### config.mk
export PLATFORM = sky130hd
export DESIGN_NAME = i2c_tgt_rx
export DESIGN_NICKNAME = d
export VERILOG_FILES = /design/src/rtl/i2c_tgt_pkg.sv /design/src/rtl/i2c_tgt_sync.sv /design/src/rtl/i2c_tgt_cond.sv /design/src/rtl/i2c_tgt_engine.sv /design/src/rtl/i2c_tgt_rx.sv
export SDC_FILE = /design/constraint.sdc
export NUM_CORES = 1
export LEC_CHECK = 0
export BUFFER_PORTS_ARGS = -buffer_cell sky130_fd_sc_hd__buf_2
export CELL_PAD_IN_SITES_DETAIL_PLACEMENT = 1
export CELL_PAD_IN_SITES_GLOBAL_PLACEMENT = 1
export CORE_MARGIN = 2
export CORE_UTILIZATION = 43
export DETAILED_ROUTE_END_ITERATION = 8
export PLACE_DENSITY = 0.76
export SYNTH_ARGS = -nofsm -noshare
export SYNTH_HDL_FRONTEND = slang
export SYNTH_SLANG_ARGS = --single-unit
### constraint.sdc
create_clock -name clk -period 2.2 [get_ports clk]
set_input_delay 0.22 -clock clk [delete_from_list [all_inputs] [get_ports clk]]
set_output_delay 0.22 -clock clk [all_outputs]
set_load 0.05 [all_outputs]
### src/rtl/i2c_tgt_pkg.sv
package i2c_tgt_pkg;
  localparam int ADDR_W = 7;
  localparam int BYTE_W = ADDR_W + 1;
  localparam int CNT_W  = $clog2(BYTE_W + 1);

  localparam int FLG_START = 0;
  localparam int FLG_STOP  = 1;
  localparam int FLG_BEND  = 2;
  localparam int FLG_W     = 3;

  typedef enum logic [2:0] {
    ST_IDLE,
    ST_ADDR,
    ST_DATA,
    ST_HOLD,
    ST_ACK
  } eng_state_e;

  // Address byte hits own address (either direction) or general call (write only).
  function automatic logic addr_hit(input logic [BYTE_W-1:0] abyte,
                                    input logic [ADDR_W-1:0] own,
                                    input logic gc_en);
    return (abyte[BYTE_W-1:1] == own) || (gc_en && (abyte == '0));
  endfunction
endpackage

### src/rtl/i2c_tgt_sync.sv
module i2c_tgt_sync #(
  parameter int W      = 2,
  parameter int STAGES = 2
) (
  input  logic         clk,
  input  logic         rst_n,
  input  logic [W-1:0] din,
  output logic [W-1:0] dout
);
  logic [W-1:0] stg [STAGES];

  for (genvar g = 0; g < STAGES; g++) begin : g_stg
    if (g == 0) begin : g_first
      always_ff @(posedge clk or negedge rst_n) begin
        if (!rst_n) stg[0] <= '1;
        else        stg[0] <= din;
      end
    end else begin : g_next
      always_ff @(posedge clk or negedge rst_n) begin
        if (!rst_n) stg[g] <= '1;
        else        stg[g] <= stg[g-1];
      end
    end
  end

  assign dout = stg[STAGES-1];
endmodule

### src/rtl/i2c_tgt_cond.sv
module i2c_tgt_cond (
  input  logic clk,
  input  logic rst_n,
  input  logic scl_s,
  input  logic sda_s,
  output logic scl_rise,
  output logic scl_fall,
  output logic start_det,
  output logic stop_det
);
  logic scl_d, sda_d;

  always_ff @(posedge clk or negedge rst_n) begin
    if (!rst_n) begin
      scl_d <= 1'b1;
      sda_d <= 1'b1;
    end else begin
      scl_d <= scl_s;
      sda_d <= sda_s;
    end
  end

  assign scl_rise  =  scl_s && !scl_d;
  assign scl_fall  = !scl_s &&  scl_d;
  assign start_det =  scl_s && scl_d && !sda_s &&  sda_d;
  assign stop_det  =  scl_s && scl_d &&  sda_s && !sda_d;
endmodule

### src/rtl/i2c_tgt_engine.sv
module i2c_tgt_engine
  import i2c_tgt_pkg::*;
(
  input  logic              clk,
  input  logic              rst_n,
  input  logic              scl_rise,
  input  logic              scl_fall,
  input  logic              start_det,
  input  logic              stop_det,
  input  logic              sda_s,
  input  logic [ADDR_W-1:0] own_addr,
  input  logic              gc_en,
  input  logic              nack_req,
  input  logic              start_pend,
  input  logic              buf_full,
  output logic              scl_low,
  output logic              sda_low,
  output logic              ev_match,
  output logic              ev_dir,
  output logic              ev_byte,
  output logic [BYTE_W-1:0] byte_val,
  output logic              ev_nack_done,
  output logic              ev_stop,
  output logic              in_hold,
  output logic              hold_addr
);
  localparam logic [CNT_W-1:0] FULL = CNT_W'(BYTE_W);

  eng_state_e        state;
  logic [CNT_W-1:0]  cnt;
  logic [BYTE_W-1:0] sr;
  logic              hold_is_addr, nack_q, addressed;
  logic              quiet, byte_done, shifting, release_ok;

  assign quiet     = !start_det && !stop_det;
  assign shifting  = (state == ST_ADDR) || (state == ST_DATA);
  assign byte_done = shifting && scl_fall && (cnt == FULL) && quiet;

  assign ev_match     = byte_done && (state == ST_ADDR) && addr_hit(sr, own_addr, gc_en);
  assign ev_dir       = sr[0];
  assign ev_byte      = byte_done && (state == ST_DATA);
  assign byte_val     = sr;
  assign ev_nack_done = (state == ST_ACK) && scl_fall && nack_q && quiet;
  assign ev_stop      = stop_det && !start_det && addressed;

  assign in_hold    = (state == ST_HOLD);
  assign hold_addr  = in_hold && hold_is_addr;
  assign release_ok = hold_is_addr ? !start_pend : !buf_full;

  assign scl_low = in_hold;
  assign sda_low = (in_hold || (state == ST_ACK)) && !nack_q;

  always_ff @(posedge clk or negedge rst_n) begin
    if (!rst_n) begin
      state        <= ST_IDLE;
      cnt          <= '0;
      sr           <= '0;
      hold_is_addr <= 1'b0;
      nack_q       <= 1'b0;
      addressed    <= 1'b0;
    end else if (start_det) begin
      state     <= ST_ADDR;
      cnt       <= '0;
      nack_q    <= 1'b0;
      addressed <= 1'b0;
    end else if (stop_det) begin
      state     <= ST_IDLE;
      nack_q    <= 1'b0;
      addressed <= 1'b0;
    end else begin
      unique case (state)
        ST_ADDR, ST_DATA: begin
          if (scl_rise && (cnt != FULL)) begin
            sr  <= {sr[BYTE_W-2:0], sda_s};
            cnt <= cnt + 1'b1;
          end else if (byte_done) begin
            cnt <= '0;
            if (state == ST_ADDR) begin
              if (ev_match) begin
                addressed    <= 1'b1;
                hold_is_addr <= 1'b1;
                nack_q       <= 1'b0;
                state        <= sr[0] ? ST_IDLE : ST_HOLD;
              end else begin
                state <= ST_IDLE;
              end
            end else begin
              hold_is_addr <= 1'b0;
              nack_q       <= nack_req;
              state        <= ST_HOLD;
            end
          end
        end
        ST_HOLD: if (release_ok) state <= ST_ACK;
        ST_ACK: begin
          if (scl_fall) begin
            cnt   <= '0;
            state <= nack_q ? ST_IDLE : ST_DATA;
          end
        end
        default: ;
      endcase
    end
  end
endmodule

### src/rtl/i2c_tgt_rx.sv
module i2c_tgt_rx
  import i2c_tgt_pkg::*;
#(
  parameter int SYNC_STAGES = 2
) (
  input  logic              clk,
  input  logic              rst_n,
  input  logic              scl_i,
  input  logic              sda_i,
  output logic              scl_drive_low,
  output logic              sda_drive_low,
  input  logic [ADDR_W-1:0] own_addr,
  input  logic              ctl_we,
  input  logic [1:0]        ctl_wdata,
  input  logic              intf_we,
  input  logic [FLG_W-1:0]  intf_wdata,
  input  logic              rxd_re,
  output logic [BYTE_W-1:0] rxd_q,
  output logic              irq_start,
  output logic              irq_stop,
  output logic              irq_byte_end,
  output logic              rx_full,
  output logic              dir_read,
  output logic              nack_req_q,
  output logic              gc_en_q,
  output logic              wake_req
);
  logic [1:0]        lines_s;
  logic              scl_rise, scl_fall, start_det, stop_det;
  logic              ev_match, ev_dir, ev_byte, ev_nack_done, ev_stop;
  logic              in_hold, hold_addr;
  logic [BYTE_W-1:0] byte_val;
  logic              clr_start, clr_stop, clr_bend;

  i2c_tgt_sync #(.W(2), .STAGES(SYNC_STAGES)) u_sync (
    .clk(clk), .rst_n(rst_n), .din({scl_i, sda_i}), .dout(lines_s)
  );

  i2c_tgt_cond u_cond (
    .clk(clk), .rst_n(rst_n), .scl_s(lines_s[1]), .sda_s(lines_s[0]),
    .scl_rise(scl_rise), .scl_fall(scl_fall),
    .start_det(start_det), .stop_det(stop_det)
  );

  i2c_tgt_engine u_eng (
    .clk(clk), .rst_n(rst_n),
    .scl_rise(scl_rise), .scl_fall(scl_fall),
    .start_det(start_det), .stop_det(stop_det), .sda_s(lines_s[0]),
    .own_addr(own_addr), .gc_en(gc_en_q), .nack_req(nack_req_q),
    .start_pend(irq_start), .buf_full(rx_full),
    .scl_low(scl_drive_low), .sda_low(sda_drive_low),
    .ev_match(ev_match), .ev_dir(ev_dir), .ev_byte(ev_byte),
    .byte_val(byte_val), .ev_nack_done(ev_nack_done), .ev_stop(ev_stop),
    .in_hold(in_hold), .hold_addr(hold_addr)
  );

  assign clr_start = intf_we && intf_wdata[FLG_START];
  assign clr_stop  = intf_we && intf_wdata[FLG_STOP];
  assign clr_bend  = intf_we && intf_wdata[FLG_BEND];

  always_ff @(posedge clk or negedge rst_n) begin
    if (!rst_n) begin
      irq_start    <= 1'b0;
      irq_stop     <= 1'b0;
      irq_byte_end <= 1'b0;
      rx_full      <= 1'b0;
      rxd_q        <= '0;
      dir_read     <= 1'b0;
      nack_req_q   <= 1'b0;
      gc_en_q      <= 1'b0;
      wake_req     <= 1'b0;
    end else begin
      wake_req <= ev_match;
      if (ev_match)       irq_start <= 1'b1;
      else if (clr_start) irq_start <= 1'b0;
      if (ev_stop)        irq_stop <= 1'b1;
      else if (clr_stop)  irq_stop <= 1'b0;
      if (ev_byte)        irq_byte_end <= 1'b1;
      else if (clr_bend)  irq_byte_end <= 1'b0;
      if (ev_byte) begin
        rx_full <= 1'b1;
        rxd_q   <= byte_val;
      end else if (rxd_re) begin
        rx_full <= 1'b0;
      end
      if (ev_match) dir_read <= ev_dir;
      if (ctl_we) begin
        nack_req_q <= ctl_wdata[0];
        gc_en_q    <= ctl_wdata[1];
      end else if (ev_nack_done) begin
        nack_req_q <= 1'b0;
      end
    end
  end
endmodule

Word level (Yosys, flattened, before mapping)
Cells that the tools add are included.

cells by class
  $add $sub $neg = 1
  equality and inequality tests = 17
  multiplexer cells = 43
  bitwise operators = 3
  reduce and logical (&&, ||, !) cells = 56

operators by type and width
  cell                                                    number
  2-to-1 mux 1 bit                                        26
  logical AND 1 bit                                       25
  2-to-1 mux 3 bit                                        8
  2-to-1 mux 4 bit                                        5
  nonzero test 3 bit                                      5
  inequality test 4 x 1 -> 1 bit (second input constant)  3
  inequality test 4 x 2 -> 1 bit (second input constant)  3
  AND reduction 4 bit                                     3
  AND reduction 5 bit                                     2
  nonzero test 2 bit                                      5
  zero test 1 bit                                         9
  one-hot mux 3 bit (3 select lines)                      1
  zero test 8 bit                                         1
  one-hot mux 4 bit (2 select lines)                      1
  equality test 7 bit                                     1
  equality test 3 x 2 -> 1 bit (second input constant)    2
  inequality test 3 x 1 -> 1 bit (second input constant)  2
  AND reduction 6 bit                                     1
  nonzero test 5 bit                                      1
  adder 4 x 1 -> 4 bit (second input constant)            1
  equality test 4 bit (second input constant)             1
  2-to-1 mux 2 bit                                        2
  inequality test 4 bit (second input constant)           1
  equality test 3 x 1 -> 1 bit (second input constant)    1
  other kinds (6)                                         10

storage, ports and cells
  flip-flop bits (word level) = 40
  logic and storage cells = 139

Depth between registers and ports, before layout
Gate-level depths: netlist of the first run.

  word-level depth = 15
  depth in mapped cells = 7
  mapped depth without buffers = 7

By module
Synthesis of the first run repeated with hierarchy kept, for this count alone.

second synthesis, totals
  cells, all modules = 161
  area, all modules = 1928.1 um2

by module, submodules not included
  module          times used  cells an instance  area an instance (um2)  sequential area each (um2)
  i2c_tgt_engine  1           112                1108.6                  450.4
  i2c_tgt_rx      1           37                 614.3                   400.4
  i2c_tgt_sync    1           6                  120.1                   105.1
  i2c_tgt_cond    1           6                  85.1                    52.6

Worst setup path after synthesis of the first run
Ideal clock, no wire load.

  kind = register to output
  start = register u_eng.state[2]
  end = output port sda_drive_low
  data arrival time = 1.864 ns
  path slack = 0.116 ns
  cell stages (with the launch flop) = 5
  buffers on the path = 0
  cells stage by stage = dfrtp_1 > and2b_1 > and2_1 > nor2_1 > nor2_1

on the way
  longest elaborated chain between the ends = 3

ends and longest elaborated chain
  item                          line                  source
  start: declaration            i2c_tgt_engine.sv:29  eng_state_e state;
  start signal: assignment      i2c_tgt_engine.sv:83  state <= sr[0] ? ST_IDLE : ST_HOLD;
  start signal: assignment      i2c_tgt_engine.sv:98  state <= nack_q ? ST_IDLE : ST_DATA;
  equality test 3 x 2 -> 1 bit  i2c_tgt_engine.sv:46  assign in_hold = (state == ST_HOLD);
  net scl_drive_low             i2c_tgt_rx.sv:10      output logic scl_drive_low,
  logical OR 1 bit              i2c_tgt_engine.sv:51  assign sda_low = (in_hold || (state == ST_ACK)) && !nack_q;
  logical AND 1 bit             i2c_tgt_engine.sv:51
  end: declaration              i2c_tgt_rx.sv:11      output logic sda_drive_low,

The timed path passes the listed nets, and every way through them passes these cells.

Worst setup path after layout of the first run
  start = register u_cond.scl_d
  end = register dir_read

on the way
  longest elaborated chain between the ends = 8

ends and longest elaborated chain
  item                                                       line                                    source
  start: declaration                                         i2c_tgt_cond.sv:11                      logic scl_d, sda_d;
  start signal: assignment                                   i2c_tgt_cond.sv:18                      scl_d <= scl_s;
  logical AND 1 bit                                          i2c_tgt_cond.sv:25, i2c_tgt_cond.sv:26
  logical AND 1 bit, on equally long branches (2 in series)  i2c_tgt_cond.sv:25, i2c_tgt_cond.sv:26
  zero test 1 bit                                            i2c_tgt_engine.sv:35                    assign quiet = !start_det && !stop_det;
  logical AND 1 bit                                          i2c_tgt_engine.sv:35
  logical AND 1 bit *                                        i2c_tgt_engine.sv:37                    assign byte_done = shifting && scl_fall && (cnt == FULL) && quiet;
  logical AND 1 bit * (2 in series)                          i2c_tgt_engine.sv:39                    assign ev_match = byte_done && (state == ST_ADDR) && addr_hit(sr, own_addr, gc_en);
  net ev_match                                               i2c_tgt_rx.sv:30                        logic ev_match, ev_dir, ev_byte, ev_nack_done, ev_stop;
  end signal: assignment                                     i2c_tgt_rx.sv:86                        if (ev_match) dir_read <= ev_dir;
  end: declaration                                           i2c_tgt_rx.sv:23                        output logic dir_read,

The timed path passes the listed nets; every way through them passes the cells marked *.
A chain may end at the register's enable or synchronous reset.

==> flow_metrics.py, run 1 <==
metrics = {
    "status": {
        "status": "finished, final reports clean",
    },
    "cells_and_area": {
        "antenna_cells": 0,
        "register_area_um2": 1010,
        "final_core_util_pct": 53.3,
        "final_cells": 245,
        "multiInputGateArea_um2": 815,
        "layout.nets": 215,
        "fillers": 442,
        "synthToLayoutAreaGrowth_pct": 16.9,
        "drive_above_1_share_pct": 39.5,
    },
    "worst_setup_path": {
        "critPathKind": "reg2reg",
        "crit_chain": "or2b_1, nor4_1, nor2b_2, mux2_2",
        "reg2reg_from": "u_cond.scl_d",
        "end_kind": "flop",
        "start_kind": "flop",
        "crit_arrival_ns": 2.24,
        "cp_slowest_cell": "dfstp_2",
        "cp.required_ns": 2.37,
        "cpPeakStageDelay_ns": 0.57,
        "rr_worst_depth": 4,
        "startpoint": "u_cond.scl_d",
        "crit_fanout": 7,
    },
    "clock_tree": {
        "cts_setup_buffers": 0,
        "cts.htree.levels": 2,
        "hold_buffers": 0,
        "clock_path_buffers": 2,
        "cts_resized": 0,
        "tritoncts.num_buffers": 5,
        "root_buffer": "clkbuf_8",
        "cts.clk_slew.worst_paths_ns": 0.07,
        "clk_latency_ns": 0.29,
        "cts_sinks": 40,
        "cts_tree": "yes",
    },
    "floorplanning": {
        "core-area_um2": 4090,
        "die_y_um": 69.8,
        "io_pins": 37,
        "dieArea_um2": 4870,
        "initial_core_util_pct": 45.6,
        "num_rows": 23,
        "die_x_um": 69.8,
    },
    "detailed_routing": {
        "detail-route-antenna-nets": 0,
        "wl_per_cell_um": 16.6,
        "vias_per_cell": 5.52,
        "drt_iter0_drc": 59,
        "drc": 0,
        "drt-pass1-iter-count": 4,
        "routed_wl_um": 4070,
        "via_count": 1353,
    },
    "grt": {
        "antenna_found_initial": 0,
        "top_usage_layer": "met2",
        "grt_util_all_layers_pct": 18.2,
        "grt_pass1_wl_um": 7000,
        "use_met1_pct": 22.0,
        "grt_use_met2_pct": 31.6,
        "grt_max_degree": 41,
        "grt-ovfl-total": 0,
        "grt_util_met3_pct": 5.23,
        "grt_pass1_vias": 1452,
    },
    "sta": {
        "rsz0062_at_grt": "false",
        "setup_viol": 0,
        "tns_ns": 0,
        "fmax_ghz": 0.484,
        "hold_viol": 0,
        "maxSlewViolCount": 0,
        "final.period_utilization_pct": 93.9,
        "max_slew.worst_pin.slew_ns": 0.874,
        "slew_headroom_pct": 41.7,
        "finalCriticalPeriod_ns": 2.07,
        "skew_ns": 0.0110,
    },
    "synth": {
        "synth-seq-cells": 40,
        "ys_types": 45,
        "netlist_area_um2": 1860,
        "synth_flop_cell": "dfrtp_1",
        "synthArstFlopShare_pct": 100,
        "ys_seq_area_share_pct": 54.1,
        "ys_warn_count": 0,
        "netlist_instances": 154,
        "syn_avg_cell_area_um2": 12.1,
        "synth-edff-count": 0,
        "syn_nets": 175,
    },
    "power_and_ir_drop": {
        "ir_drop_mv": 0.465,
        "cellLeakagePower_nw": 1.09,
        "power_density_nw_per_um2": 951,
    },
    "hold_path": {
        "hold_path_class": "in2reg",
        "holdPathStages": 1,
        "min_from": "scl_i",
    },
    "job": {
        "maxCapViolCount": 0,
    },
    "place": {
        "gp_congestion": 0.846,
        "dp_cells": 237,
        "portBuffers": 36,
        "place_hpwl_um": 3020,
    },
}
[per-stage QoR]
stage          cell area (µm²)  hold WS [ns]  power [mW]  setup slack (ns)
2_1_floorplan             1860       -0.0756        1.42             0.116
3_3_place_gp              2080         0.325        1.55             0.234
3_5_place_dp              2080         0.328        1.58             0.122
4_1_cts                   2180        0.0177        2.10             0.134
5_1_grt                   2180       0.00629        2.23            0.0246
6_report                  2180        0.0316        2.07             0.135
[critical path, delay by kind of cell, from the launching register on]
family	cells	cell delay, ns
flops	1	0.57
simple gates	3	1.03
mux	1	0.36
[cell usage in the layout (no fill, tap or decap), types with 6 or more instances in the layout]
cell type  synthesis  final
dfstp_2            6      6
xor2_1             8      8
clkbuf_8           0      6
mux2_2            20     20
dfrtp_1           34     34
nor2_1             9      9
nand2_1           13     13
buf_2              2     36
o21ai_0            6      6
[worst paths after layout]
path,endpoint,slack (ns)
max in group asynchronous,irq_byte_end,1.60
min in group asynchronous,u_eng.nack_q,0.04
min reg2reg,u_sync.dout[1],0.36
max,dir_read,0.13
max reg2reg,dir_read,0.13
min,u_sync.stg[3],0.03
[power breakdown]
group          internal, mW  switching (mW)
clock network         0.255           0.248
registers             0.863           0.181
logic                 0.257           0.266
[layer usage]
| layer | vias up | wire length, µm |
|---|---|---|
| li1 | 632 | - |
| met2 | 32 | 2050 |
| met3 | 7 | 197 |
| met5 | - | 0 |
| met4 | 0 | 48 |
| met1 | 682 | 1770 |
[synth_stat cells (2+ instances only)]
library cell / n / area, µm²
o21ai_0: 6 / 30.0
and4b_1: 2 / 20.0
nor2_1: 9 / 33.8
o21a_1: 2 / 15.0
nor3_1: 3 / 15.0
nand2_1: 13 / 48.8
mux2i_1: 3 / 30.0
nand3_1: 3 / 15.0
dfstp_2: 6 / 158
dfrtp_1: 34 / 851
nor3b_1: 2 / 15.0
a21oi_1: 2 / 10.0
xor2_1: 8 / 70.1
nand2b_1: 2 / 12.5
nor4_1: 3 / 18.8
a211oi_2: 2 / 25.0
inv_1: 3 / 11.3
buf_2: 2 / 10.0
a22o_1: 3 / 26.3
ha_1: 2 / 25.0
mux2_2: 20 / 225
[area by class of cell]
| class | count | share of cell area, % |
|---|---|---|
| repair buffers | 37 | 8.62 |
| multi-input cells | 107 | 37.4 |
| inverters | 3 | 0.517 |
| clock buffers | 7 | 3.96 |
| well taps | 50 | 2.87 |
| clock inverters | 1 | 0.345 |
| flip-flops and latches | 40 | 46.3 |
[state kept, by name (all words and copies together), names as in the netlist, 2 cells and up]
| name | count |
|---|---|
| u_sync.stg | 2 |
| u_sync.dout | 2 |
| rxd_q | 8 |
| u_eng.state | 3 |
| u_eng.cnt | 4 |
| u_eng.byte_val | 8 |
[cell families (layout without fill, tap and decap cells)]
kind of cell | Yosys count | in the layout | share of synthesized area, %
AO/OA/AOI/OAI | 22 | 22 | 8.73
XOR/XNOR | 9 | 9 | 4.23
adder cells (fa/ha/maj) | 2 | 2 | 1.34
buffers and inverters | 7 | 48 | 2.15
flip-flops | 40 | 40 | 54.1
multiplexers | 23 | 23 | 13.7
AND/OR/NAND/NOR | 51 | 51 | 15.7
No activity file was read; power rests on OpenSTA's default activity.
==> run 2, diff against run 1 <==
--- a/config.mk
+++ b/config.mk
@@ -12,6 +12,7 @@
 export CORE_UTILIZATION = 43
 export DETAILED_ROUTE_END_ITERATION = 8
 export PLACE_DENSITY = 0.76
+export RECOVER_POWER = 25
 export SYNTH_ARGS = -nofsm -noshare
 export SYNTH_HDL_FRONTEND = slang
 export SYNTH_SLANG_ARGS = --single-unit
==> run 2 against run 1 <==
Non-clock buffer count did not move; die area stayed put; highest routed layer unchanged; routed wire length about the same; largest cell class unchanged; clock-buffer cell count unchanged; critical endpoint unchanged; utilization is the same.
==> flow_metrics.py, run 2 (synthesized netlist as in run 1, its figures left out) <==
metrics = {
    "grt": {
        "antenna_found_initial": 0,
        "grt_pass1_wl_um": 7000,
        "grt_max_degree": 41,
        "grt_util_all_layers_pct": 18.2,
        "grt_pass1_vias": 1452,
        "grt-ovfl-total": 0,
    },
    "detailed_routing": {
        "drt-pass1-iter-count": 4,
        "drc": 0,
        "vias_per_cell": 5.51,
        "wl_per_cell_um": 16.6,
        "routed_wl_um": 4070,
        "via_count": 1351,
        "detail-route-antenna-nets": 0,
        "drt_iter0_drc": 59,
    },
    "clock_tree": {
        "cts_setup_buffers": 0,
        "cts_resized": 0,
        "tritoncts.num_buffers": 5,
        "root_buffer": "clkbuf_8",
        "cts.clk_slew.worst_paths_ns": 0.08,
        "cts.htree.levels": 2,
        "clock_path_buffers": 2,
        "cts_sinks": 40,
        "cts_tree": "yes",
        "hold_buffers": 0,
        "clk_latency_ns": 0.29,
    },
    "place": {
        "place_hpwl_um": 3020,
        "gp_congestion": 0.846,
        "pre_cts_slack_ns": 0.122,
        "portBuffers": 36,
    },
    "sta": {
        "finalCriticalPeriod_ns": 2.07,
        "maxSlewViolCount": 0,
        "setup_viol": 0,
        "final.period_utilization_pct": 93.9,
        "max_slew.worst_pin.slew_ns": 0.868,
        "tns_ns": 0,
        "slew_headroom_pct": 42.1,
        "fmax_ghz": 0.484,
        "hold_viol": 0,
        "whs_ns": 0.0315,
        "skew_ns": 0.0111,
        "worst_slack_ns": 0.135,
        "rsz0062_at_grt": "false",
    },
    "worst_setup_path": {
        "end_kind": "flop",
        "crit_fanout": 7,
        "critPathKind": "reg2reg",
        "cp.required_ns": 2.37,
        "rr_worst_depth": 4,
        "start_kind": "flop",
        "crit_arrival_ns": 2.24,
    },
    "floorplanning": {
        "die_y_um": 69.8,
        "io_pins": 37,
        "num_rows": 23,
        "die_x_um": 69.8,
        "initial_core_util_pct": 45.6,
        "core-area_um2": 4090,
        "dieArea_um2": 4870,
    },
    "cells_and_area": {
        "layout.nets": 215,
        "most-common-layout-cells": "buf_2, dfrtp_1, mux2_2, nand2_1, nor2_1",
        "synthToLayoutAreaGrowth_pct": 16.9,
        "antenna_cells": 0,
        "drive_above_1_share_pct": 38.5,
        "final_common_cell": "buf_2",
    },
    "power_and_ir_drop": {
        "total_power_mw": 2.07,
        "cellLeakagePower_nw": 1.09,
        "ir_drop_mv": 0.464,
        "power_density_nw_per_um2": 951,
    },
    "hold_path": {
        "hold_path_class": "in2async",
    },
    "job": {
        "maxCapViolCount": 0,
    },
    "status": {
        "status": "finished, final reports clean",
    },
}
## run 2: path summary, 6_finish.rpt
path | from | endpoint | slack (ns)
worst max-delay path | u_cond.scl_d | dir_read | 0.13
worst min-delay path | rst_n | u_eng.nack_q | 0.03
worst max register to register | u_cond.scl_d | dir_read | 0.13
worst min register to register | u_sync.stg[3] | u_sync.dout[1] | 0.36
max in group asynchronous | rst_n | irq_byte_end | 1.61
min in group clk | scl_i | u_sync.stg[3] | 0.03
## run 2: where the power goes
part,leakage (nW),internal [mW],total (mW),switching (mW)
logic,0.532,0.257,0.523,0.266
clock network,0.0445,0.255,0.504,0.250
registers,0.515,0.863,1.04,0.182
## run 2: critical path: stages (launching register included)
cell,delay (ns)
dfstp_2,0.57
or2b_1,0.31
nor4_1,0.41
nor2b_2,0.31
mux2_2,0.36
## run 2: area by class of cell
| cell class | instances | area (µm²) |
|---|---|---|
| fillers | 442 | 1910 |
| flip-flops and latches | 40 | 1010 |
| multi-input cells | 107 | 815 |
| repair buffers | 37 | 188 |
| clock buffers | 7 | 86.3 |
| well taps | 50 | 62.6 |
| inverters | 3 | 11.3 |
| clock inverters | 1 | 7.51 |
## run 2: per-stage QoR
step                      cell area (µm²)  cells  util [%]
after floorplan                      1860    154         -
after global placement               2080    237      51.0
after detailed placement             2080    237      51.0
after CTS                            2180    245      53.3
after global routing                 2180    245      53.3
final                                2180    245      53.3
## run 2: layer usage
layer | GRT usage (%) | vias to the layer above | wire (µm)
met1 | 22.0 | 683 | 1770
li1 | - | 629 | -
met4 | 5.13 | 0 | 48
met3 | 5.23 | 7 | 197
met2 | 31.6 | 32 | 2060
met5 | 0 | - | 0
==> run 3, diff against run 2 <==
--- a/config.mk
+++ b/config.mk
@@ -9,9 +9,10 @@
 export CELL_PAD_IN_SITES_DETAIL_PLACEMENT = 1
 export CELL_PAD_IN_SITES_GLOBAL_PLACEMENT = 1
 export CORE_MARGIN = 2
-export CORE_UTILIZATION = 43
+export CORE_UTILIZATION = 45
+export CTS_BUF_LIST = sky130_fd_sc_hd__clkbuf_4 sky130_fd_sc_hd__clkbuf_8
 export DETAILED_ROUTE_END_ITERATION = 8
-export PLACE_DENSITY = 0.76
+export PLACE_DENSITY = 0.8
 export RECOVER_POWER = 25
 export SYNTH_ARGS = -nofsm -noshare
 export SYNTH_HDL_FRONTEND = slang
==> run 3 against run 2 <==
Clock skew barely moved; fmax barely moved; global-route usage rose by 4.1 points; hold slack got worse by 0.020 ns; clock-buffer cell count fell by 1; critical endpoint is now u_eng.cnt[2]; utilization rose by 2.6 points; power rose by 12%; sequential power barely moved; routed wire length rose by 10%; sequential share of layout area fell by 1.2 points.
==> flow_metrics.py, run 3 (synthesized netlist as in run 1, its figures left out) <==
metrics = {
    "status": {
        "status": "finished, final reports clean",
    },
    "cells_and_area": {
        "layout.nets": 216,
        "fillers": 431,
        "final_common_cell": "buf_2",
        "synthToLayoutAreaGrowth_pct": 19.9,
        "antenna_cells": 0,
        "drive_above_1_share_pct": 39.8,
        "most-common-layout-cells": "buf_2, dfrtp_1, mux2_2, nand2_1, nor2_1",
        "final_design_area_no_fill_um2": 2230,
    },
    "grt": {
        "grt_pass1_wl_um": 7450,
        "grt_util_all_layers_pct": 22.4,
        "grt-ovfl-total": 0,
        "grt_pass1_vias": 1533,
        "antenna_found_initial": 0,
        "grt_max_degree": 41,
    },
    "worst_setup_path": {
        "reg2reg_from": "u_eng.cnt[0]",
        "cp.required_ns": 2.44,
        "start_kind": "flop",
        "cp_slowest_cell": "or4b_1",
        "rr_worst_depth": 7,
        "cpPeakStageDelay_ns": 0.53,
        "end_kind": "flop",
        "reg2reg_slack_ns": 0.14,
        "critPathKind": "reg2reg",
        "crit_fanout": 5,
        "crit_arrival_ns": 2.30,
        "crit_chain": "inv_1, ha_1, and3b_1, nor4_2, a211oi_2, or4b_1, nand2_1",
        "r2r_end": "u_eng.cnt[2]",
    },
    "detailed_routing": {
        "drc": 0,
        "routed_wl_um": 4480,
        "drt_iter0_drc": 35,
        "detail-route-antenna-nets": 0,
        "drt-pass1-iter-count": 4,
        "via_count": 1373,
        "wl_per_cell_um": 18.2,
        "vias_per_cell": 5.58,
    },
    "sta": {
        "maxSlewViolCount": 0,
        "final.period_utilization_pct": 93.8,
        "rsz0062_at_grt": "false",
        "max_slew.worst_pin.slew_ns": 0.888,
        "fmax_ghz": 0.485,
        "skew_ns": 0.0111,
        "slew_headroom_pct": 40.8,
        "tns_ns": 0,
        "finalCriticalPeriod_ns": 2.06,
        "setup_viol": 0,
        "hold_viol": 0,
    },
    "place": {
        "gp_congestion": 0.917,
        "place_hpwl_um": 3240,
        "dpl-instance-area_um2": 2090,
        "portBuffers": 36,
    },
    "hold_path": {
        "holdPathStages": 1,
        "min_from": "scl_i",
        "hold_path_class": "in2reg",
        "hold_end": "u_sync.stg[3]",
    },
    "power_and_ir_drop": {
        "ir_drop_mv": 0.709,
        "cellLeakagePower_nw": 1.12,
        "power_density_nw_per_um2": 1040,
    },
    "clock_tree": {
        "root_buffer": "clkbuf_8",
        "cts_tree": "yes",
        "cts_sinks": 40,
        "cts.htree.levels": 2,
        "cts_setup_buffers": 0,
        "clock_path_buffers": 2,
        "clk_latency_ns": 0.30,
        "tritoncts.num_buffers": 5,
        "cts.clk_slew.worst_paths_ns": 0.08,
    },
    "floorplanning": {
        "num_rows": 23,
        "die_y_um": 68.3,
        "dieArea_um2": 4670,
        "io_pins": 37,
        "initial_core_util_pct": 46.6,
        "core-area_um2": 4000,
        "die_x_um": 68.3,
    },
    "job": {
        "maxCapViolCount": 0,
    },
}
run 3: layout make-up:
class                   count  area (µm²)  share of cell area, %
inverters                   3        11.3                  0.504
clock buffers               6        76.3                   3.42
repair buffers             38         195                   8.73
multi-input cells         107         821                   36.7
flip-flops and latches     40        1010                   45.1
well taps                  50        62.6                   2.80
clock inverters             2        60.1                   2.69
run 3: critical path: cells and delay by family (launching register included):
family	cells	cell delay, ns
buffers and inverters	1	0.06
AO/OA/AOI/OAI	1	0.14
adder cells (fa/ha/maj)	1	0.21
AND/OR/NAND/NOR	4	1.19
flip-flops	1	0.42
run 3: through the flow:
stage	hold WS (ns)	cells	total power, mW	setup WS, ns	utilization, %
5_1_grt	0.00189	246	2.45	0.0308	55.9
6_report	0.0116	246	2.32	0.137	55.9
4_1_cts	0.00834	246	2.33	0.102	55.7
3_5_place_dp	0.326	238	1.60	0.128	52.3
2_1_floorplan	-0.0756	154	1.42	0.116	-
3_3_place_gp	0.327	238	1.54	0.253	52.3
run 3: worst max path at each step:
| stage | from | endpoint | cells past startpoint |
|---|---|---|---|
| 2_1_floorplan | u_eng.state[2] | sda_drive_low | 4 |
| 3_3_place_gp | u_cond.scl_d | dir_read | 4 |
| 3_5_place_dp | u_cond.scl_d | dir_read | 4 |
| 4_1_cts | u_cond.scl_d | dir_read | 4 |
| 5_1_grt | u_eng.cnt[0] | u_eng.cnt[2] | 7 |
| 6_report | u_eng.cnt[0] | u_eng.cnt[2] | 7 |
run 3: power breakdown:
group	switching, mW	leakage [nW]	total (mW)	internal, mW
Clock	0.258	0.0688	0.724	0.466
Combinational	0.284	0.537	0.542	0.258
Sequential	0.195	0.515	1.06	0.862
run 3: timing repair:
action / 4_1_cts / 5_1_grt
endpoints found under the hold margin: 0 / 0
hold buffers: 0 / 0
endpoints found under the setup margin: 0 / 1
resized for setup: 0 / 1
run 3: per-layer routing:
layer	track usage (%)	part of all wire (%)	vias up
li1	-	-	631
met1	26.2	41	702
met2	39.7	54	32
met3	5.59	3.5	8
met4	7.50	1.6	0
met5	0	0	-
